## src/rtl/osd_vch_pkg.sv

```systemverilog
package osd_vch_pkg;
  localparam int unsigned FONT_ROWS_DEF = 16;
  localparam int unsigned FONT_COLS     = 10;
  localparam int unsigned HEIGHT_W_DEF  = 6;
endpackage

```

## src/rtl/vch_height_clamp.sv

```systemverilog
module vch_height_clamp #(
  parameter int unsigned HEIGHT_W = 6,
  parameter int unsigned MIN_H    = 16
) (
  input  logic [HEIGHT_W-1:0] height_i,
  output logic [HEIGHT_W-1:0] height_eff_o,
  output logic                bad_o
);
  localparam logic [HEIGHT_W-1:0] MIN_V = HEIGHT_W'(MIN_H);

  always_comb begin
    bad_o        = (height_i < MIN_V);
    height_eff_o = bad_o ? MIN_V : height_i;
  end
endmodule

```

## src/rtl/vch_line_ctr.sv

```systemverilog
module vch_line_ctr #(
  parameter int unsigned HEIGHT_W = 6
) (
  input  logic                clk_i,
  input  logic                rst_ni,
  input  logic                step_i,
  input  logic [HEIGHT_W-1:0] height_eff_i,
  output logic                last_o
);
  logic [HEIGHT_W-1:0] line_q;

  // >= keeps a mid-row height reduction from running past the end
  assign last_o = (line_q >= height_eff_i - 1'b1);

  always_ff @(posedge clk_i or negedge rst_ni) begin
    if (!rst_ni)     line_q <= '0;
    else if (step_i) line_q <= last_o ? '0 : line_q + 1'b1;
  end
endmodule

```

## src/rtl/vch_row_accum.sv

```systemverilog
module vch_row_accum #(
  parameter int unsigned HEIGHT_W  = 6,
  parameter int unsigned FONT_ROWS = 16
) (
  input  logic                         clk_i,
  input  logic                         rst_ni,
  input  logic                         step_i,
  input  logic                         restart_i,
  input  logic [HEIGHT_W-1:0]          height_eff_i,
  output logic [$clog2(FONT_ROWS)-1:0] row_o
);
  localparam int unsigned ROW_W = $clog2(FONT_ROWS);
  localparam int unsigned ACC_W = HEIGHT_W + 1;
  localparam logic [ACC_W-1:0] INC     = ACC_W'(FONT_ROWS);
  localparam logic [ROW_W-1:0] ROW_MAX = ROW_W'(FONT_ROWS - 1);

  logic [ACC_W-1:0] acc_q, acc_sum, acc_d;
  logic [ROW_W-1:0] row_q, row_d;
  logic             carry;

  always_comb begin
    acc_sum = acc_q + INC;
    carry   = (acc_sum >= {1'b0, height_eff_i});
    acc_d   = carry ? acc_sum - {1'b0, height_eff_i} : acc_sum;
    row_d   = (carry && row_q != ROW_MAX) ? row_q + 1'b1 : row_q;
  end

  always_ff @(posedge clk_i or negedge rst_ni) begin
    if (!rst_ni) begin
      acc_q <= '0;
      row_q <= '0;
    end else if (step_i) begin
      if (restart_i) begin
        acc_q <= '0;
        row_q <= '0;
      end else begin
        acc_q <= acc_d;
        row_q <= row_d;
      end
    end
  end

  assign row_o = row_q;
endmodule

```

## src/rtl/osd_char_height_map.sv

```systemverilog
module osd_char_height_map
  import osd_vch_pkg::*;
#(
  parameter int unsigned HEIGHT_W  = HEIGHT_W_DEF,
  parameter int unsigned FONT_ROWS = FONT_ROWS_DEF
) (
  input  logic                         clk_i,
  input  logic                         rst_ni,
  input  logic [HEIGHT_W-1:0]          height_i,
  input  logic                         line_step_i,
  output logic [$clog2(FONT_ROWS)-1:0] font_row_o,
  output logic                         row_end_o,
  output logic                         height_bad_o
);
  logic [HEIGHT_W-1:0] height_eff;
  logic                last_line;

  vch_height_clamp #(.HEIGHT_W(HEIGHT_W), .MIN_H(FONT_ROWS)) u_clamp (
    .height_i    (height_i),
    .height_eff_o(height_eff),
    .bad_o       (height_bad_o)
  );

  vch_line_ctr #(.HEIGHT_W(HEIGHT_W)) u_line (
    .clk_i       (clk_i),
    .rst_ni      (rst_ni),
    .step_i      (line_step_i),
    .height_eff_i(height_eff),
    .last_o      (last_line)
  );

  vch_row_accum #(.HEIGHT_W(HEIGHT_W), .FONT_ROWS(FONT_ROWS)) u_accum (
    .clk_i       (clk_i),
    .rst_ni      (rst_ni),
    .step_i      (line_step_i),
    .restart_i   (last_line),
    .height_eff_i(height_eff),
    .row_o       (font_row_o)
  );

  assign row_end_o = last_line;
endmodule

```

## config.mk

```make
export PLATFORM = sky130hd
export DESIGN_NAME = osd_char_height_map
export DESIGN_NICKNAME = d
export VERILOG_FILES = /design/src/rtl/osd_vch_pkg.sv /design/src/rtl/vch_height_clamp.sv /design/src/rtl/vch_line_ctr.sv /design/src/rtl/vch_row_accum.sv /design/src/rtl/osd_char_height_map.sv
export SDC_FILE = /design/constraint.sdc
export NUM_CORES = 1
export LEC_CHECK = 0
export BUFFER_PORTS_ARGS = -buffer_cell sky130_fd_sc_hd__buf_2
export CELL_PAD_IN_SITES_DETAIL_PLACEMENT = 1
export CELL_PAD_IN_SITES_GLOBAL_PLACEMENT = 1
export CORE_ASPECT_RATIO = 0.5
export CORE_MARGIN = 4
export CORE_UTILIZATION = 42
export CTS_BUF_LIST = sky130_fd_sc_hd__clkbuf_8
export DETAILED_ROUTE_END_ITERATION = 8
export PLACE_DENSITY = 0.8
export SLEW_MARGIN = 0
export SYNTH_ARGS = -nofsm -noshare
export SYNTH_HDL_FRONTEND = slang
export SYNTH_SLANG_ARGS = --single-unit
export TNS_END_PERCENT = 30
```

## constraint.sdc

```tcl
create_clock -name clk_i -period 2.6 [get_ports clk_i]
set_input_delay 0.13 -clock clk_i [delete_from_list [all_inputs] [get_ports clk_i]]
set_output_delay 0.13 -clock clk_i [all_outputs]
set_load 0.1 [all_outputs]
```

# After elaboration in Yosys (flattened, before gate mapping)
# Cells that the tools add are included.
# Widths: inputs -> output; s select.
[word_totals]
ff_bits = 17
output_inout_bits = 6
[classes]
addsub = 5
magnitude_cmp = 3
n_eq_ne = 1
mux = 6
n_reduce_logical = 3
[op_table]
columns = ["operator", "n"]
rows = [
  ["$mux 7", 2],
  ["$mux 6", 2],
  ["$mux 4", 2],
  ["$add 7x5->7 const B", 1],
  ["$ge 7x6->1", 1],
  ["$sub 7x6->7", 1],
  ["$add 6x1->6 const B", 1],
  ["$ge 6x6->1", 1],
  ["$lt 6x5->1 const B", 1],
  ["$sub 6x1->6 const B", 1],
  ["$add 4x1->4 const B", 1],
  ["$ne 4x4->1 const B", 1],
  ["$reduce_and 2->1", 1],
  ["$reduce_bool 2->1", 1],
  ["$logic_and 1x1->1", 1],
]

# Longest topological paths before layout
[depth]
word_depth = 6
depth_mapped = 12
mapped_depth_nobuf = 12

# Hierarchy
# From an unflattened synthesis, not the netlist that was laid out.
[hier_totals]
hier_cells = 178
hier_area_um2 = 1610.3
[modules_own_cells]
columns = ["module", "n_inst", "cells_each", "area_per_inst_um2"]
rows = [
  ["vch_row_accum", 1, 114, 1002.2],
  ["vch_line_ctr", 1, 57, 564.3],
  ["vch_height_clamp", 1, 7, 43.8],
]

# Worst setup path before layout
# OpenSTA, ideal clock, no wires.
[synth_path]
path_type = "in2reg"
start = "input port height_i[5]"
end = "register u_accum.acc_q[4]"
setup_time_ps = 90
arrival_time_ps = 3434
required_ps = 2510
setup_slack_ps = -924
path_stages = 11
path_cell_list = "or2_2 -> inv_1 -> nor2_1 -> ha_1 -> a21oi_1 -> a21o_1 -> and2_1 -> clkinv_1 -> nor2_1 -> nand2_1 -> o221ai_1"
[synth_between]
elab_chain_len = 5
elab_cells_between_ends = 8
[synth_lines]
columns = ["element", "line_no", "text"]
rows = [
  ["start: declaration", "osd_char_height_map.sv:9", "input logic [HEIGHT_W-1:0] height_i,"],
  ["$lt 6x5->1", "vch_height_clamp.sv:12", "bad_o = (height_i < MIN_V);"],
  ["named net height_bad_o", "osd_char_height_map.sv:13", "output logic height_bad_o"],
  ["$mux 6", "vch_height_clamp.sv:13", "height_eff_o = bad_o ? MIN_V : height_i;"],
  ["$sub 6x1->6", "vch_line_ctr.sv:13", "assign last_o = (line_q >= height_eff_i - 1'b1);"],
  ["$ge 6x6->1", "vch_line_ctr.sv:13", ""],
  ["named net row_end_o", "osd_char_height_map.sv:12", "output logic row_end_o,"],
  ["$mux 7", "vch_row_accum.sv:33", "if (restart_i) begin"],
  ["end signal: assignment", "vch_row_accum.sv:30", "acc_q <= '0;"],
  ["end signal: assignment", "vch_row_accum.sv:34", "acc_q <= '0;"],
  ["end signal: assignment", "vch_row_accum.sv:37", "acc_q <= acc_d;"],
  ["end: declaration", "vch_row_accum.sv:17", "logic [ACC_W-1:0] acc_q, acc_sum, acc_d;"],
]
# The timed path passes the listed nets, and every way through them passes these cells.
# A chain may end at the register's enable or synchronous reset.

# Final worst setup path
[layout_path]
start = "register u_accum.acc_q[0]"
end = "register u_accum.acc_q[6]"
[layout_between]
elab_chain_len = 4
elab_cells_between_ends = 5
[layout_lines]
columns = ["element", "line_no", "text"]
rows = [
  ["$add 7x5->7 (*)", "vch_row_accum.sv:22", "acc_sum = acc_q + INC;"],
  ["$sub 7x6->7 / $ge 7x6->1 (equally long branches)", "vch_row_accum.sv:24, vch_row_accum.sv:23", ""],
  ["$mux 7 (*)", "vch_row_accum.sv:24", "acc_d = carry ? acc_sum - {1'b0, height_eff_i} : acc_sum;"],
  ["$mux 7 (*)", "vch_row_accum.sv:33", ""],
]
# Mark *: on every way between the ends. The rest lies on a longest branch, timed or not.

==> results.txt <==
Asr flop ratio synth -> 100.0%
Syn_nets -> 172
Post-Route Utilization -> 56.98%
Tcrit/Tclk final -> 96.52%
Synth top cells by count -> dfrtp_1, ha_1, nand2_1, a21oi_1, o21ai_0
Starting DRC count in detailed routing -> 33
Number of remaining DRC errors -> 0
Dominant cells by area after synthesis -> dfrtp_1, ha_1, xor2_1
Routed WL -> 4302 um
Critical path endpoint category -> flop
IO Pins -> 15
First-pass GRT wire length -> 7072 um
Post-DRT Antenna Nets -> 0
YS warnings -> 0
Seq/Total Area, Yosys -> 30.80%
CP max stage delay -> 420 ps
Fmax -> 0.3985 GHz
Count of unique library cells instantiated by Yosys -> 47
Post-DP HPWL -> 3363 um
Min Tclk post-route -> 2509 ps
Die area -> 4326 um2
Syn-to-layout area delta -> 27.17%
Via-to-Cell Ratio -> 5.942
Port bufs -> 14
Worst-path clk slew -> 70 ps
WL/cell -> 19.12 um
Most common cell on crit path -> inv_1
Clock Sinks -> 17
Place WS -> -188.6 ps
Syn_area_per_cell -> 9.271 um2
Fillers -> 368
Area leader, netlist -> dfrtp_1
Arr. time, crit path -> 2660 ps
First-pass iteration count of the detailed router -> 4
P per Cell Area -> 1380 nW/um2
Total grt overflow -> 0
CTS tree -> yes
Syn Std Cell Area -> 1381 um2
Post-synth EDFFs -> 0
CTS Buffer Depth -> 2
Register area -> 425.4 um2
Number of max-cap violations -> 0
CP Cell Sequence -> inv_1, ha_1, inv_1, fa_1, maj3_2, a211oi_2, buf_4, nor4b_1, a221o_1, a21o_1
Post-synthesis cell count -> 149
Final nets -> 209
Multi-input gate area -> 965.9 um2
Final WS setup -> 90.59 ps
Initial antenna violation count -> 0
Hold Fails Final Rpt -> 0
Die height -> 48.55 um
Layout cells sized above 1 -> 28.65%
Initial Util -> 44.81%
Core footprint -> 3083 um2
Tot Pwr -> 2424 uW
RD Place Congestion -> 0.8477
DR vias -> 1337
H-tree depth -> 1
Slowest CP cell -> fa_1
Max FO, Critical Path -> 3
Worst EP required -> 2750 ps
GRT Resource Usage Total -> 21.03%
Die width -> 89.11 um
Count leader, synth -> dfrtp_1
Setup Viol. Count Final -> 0
Max VDD drop -> 0.0008097 V
Setup crit start kind -> flop
Rows -> 14
Vias in the first global route -> 1450
Worst skew pair latency -> 250 ps
Area share of the largest cell type after synthesis -> 30.80%
Worst rel slew slack -> 67.45%
Largest net degree at the start of global routing -> 18
Hold_sp -> line_step_i
#FFs+latches synth -> 17
Setup CP Type -> reg2reg
CP Launch Point -> u_accum.acc_q[0]
Ys flop type -> dfrtp_1
Clock root buffer -> clkbuf_8
Hold Path Class -> in2reg
Worst r2r src -> u_accum.acc_q[0]
Leakage power -> 0.0008182 uW
Final slew viol count -> 0
Status -> finished clean
Slew @ Worst Pin -> 491.7 ps
ANT cells -> 0
CTS Buf Count -> 3
Fin Clk Skew -> 0.7347 ps
-- report_power, final --
group | switching [uW] | total, uW | internal (uW)
Combinational | 997 | 1700 | 699
Clock | 96.3 | 203 | 107
Sequential | 144 | 526 | 381
-- sequential cells by signal, summed over array words and instances, names as in the netlist --
| name | cells |
|---|---|
| u_accum.acc_q | 7 |
| u_accum.row_o | 4 |
| u_line.line_q | 6 |
-- what timing repair did --
action                                 4_1_cts  5_1_grt
buffers inserted                             0        0
endpoints found under the hold margin       17        0
setup endpoints to repair                    3       10
pin swaps                                    1        1
gates cloned                                 0        0
resized for setup                            0       10
hold buffers                                 1        0
-- final cells by class --
| class | count | area share (%) |
|---|---|---|
| well taps | 40 | 2.849 |
| flip-flops and latches | 17 | 24.22 |
| repair buffers | 33 | 13.11 |
| multi-input cells | 123 | 54.99 |
| clock buffers | 3 | 2.350 |
| clock inverters | 1 | 0.2849 |
| inverters | 8 | 2.208 |
-- layout by cell type (no fill, tap or decap), types with 3 or more instances in the layout --
master	count
nand3_1	3
ha_1	11
clkbuf_8	3
a21oi_1	10
dfrtp_1	17
nor2_1	6
xnor2_1	4
and3_1	6
buf_2	13
and2_1	4
buf_4	18
nand4_1	3
nand2_1	12
o21ai_0	9
inv_1	6
xor2_1	6
o211ai_1	3
a21o_1	6
-- stage by stage --
stage / cells / area, um2 / hold WS (ps) / TNS, ps
2_1_floorplan: 149 / 1390 / -165.6 / 0
3_3_place_gp: 220 / 1657 / 75.16 / 0
3_5_place_dp: 220 / 1657 / 78.82 / -1135
4_1_cts: 225 / 1713 / 249.5 / -17.62
5_1_grt: 225 / 1757 / 274.8 / -15.27
6_report: 225 / 1757 / 256.9 / 0
-- cells by family (layout without fill, tap and decap cells) --
group,Yosys count,count (layout),synth area share [%]
AO/OA/AOI/OAI,49,49,26.54
AND/OR/NAND/NOR,48,48,19.11
flip-flops,17,17,30.80
adder cells (fa/ha/maj),15,15,14.04
XOR/XNOR,10,10,6.340
buffers and inverters,9,45,2.445
multiplexers,1,1,0.7247
-- final timing paths --
kind / end / slack, ps / cells past startpoint
max: u_accum.acc_q[6] / 90 / 10
min: u_line.line_q[1] / 260 / 3
max reg2reg: u_accum.acc_q[6] / 90 / 10
min reg2reg: u_accum.acc_q[0] / 530 / 2
max in group asynchronous: u_accum.acc_q[1] / 1960 / 2
min in group asynchronous: u_accum.row_o[2] / 340 / 2
-- critical path, delay by kind of cell, from the launching register on --
family	cells	cell delay (ps)
adder cells (fa/ha/maj)	3	930
AO/OA/AOI/OAI	3	740
flip-flops	1	390
buffers and inverters	3	290
AND/OR/NAND/NOR	1	50
-- metal layers --
layer	vias up	global-route usage [%]	share of wire, %
met1	675	28.47	49
met5	-	0	0
li1	639	-	-
met2	15	34.11	48
met3	8	4.068	1.7
met4	0	5.446	1.5
(Power assumes the default switching activity.)
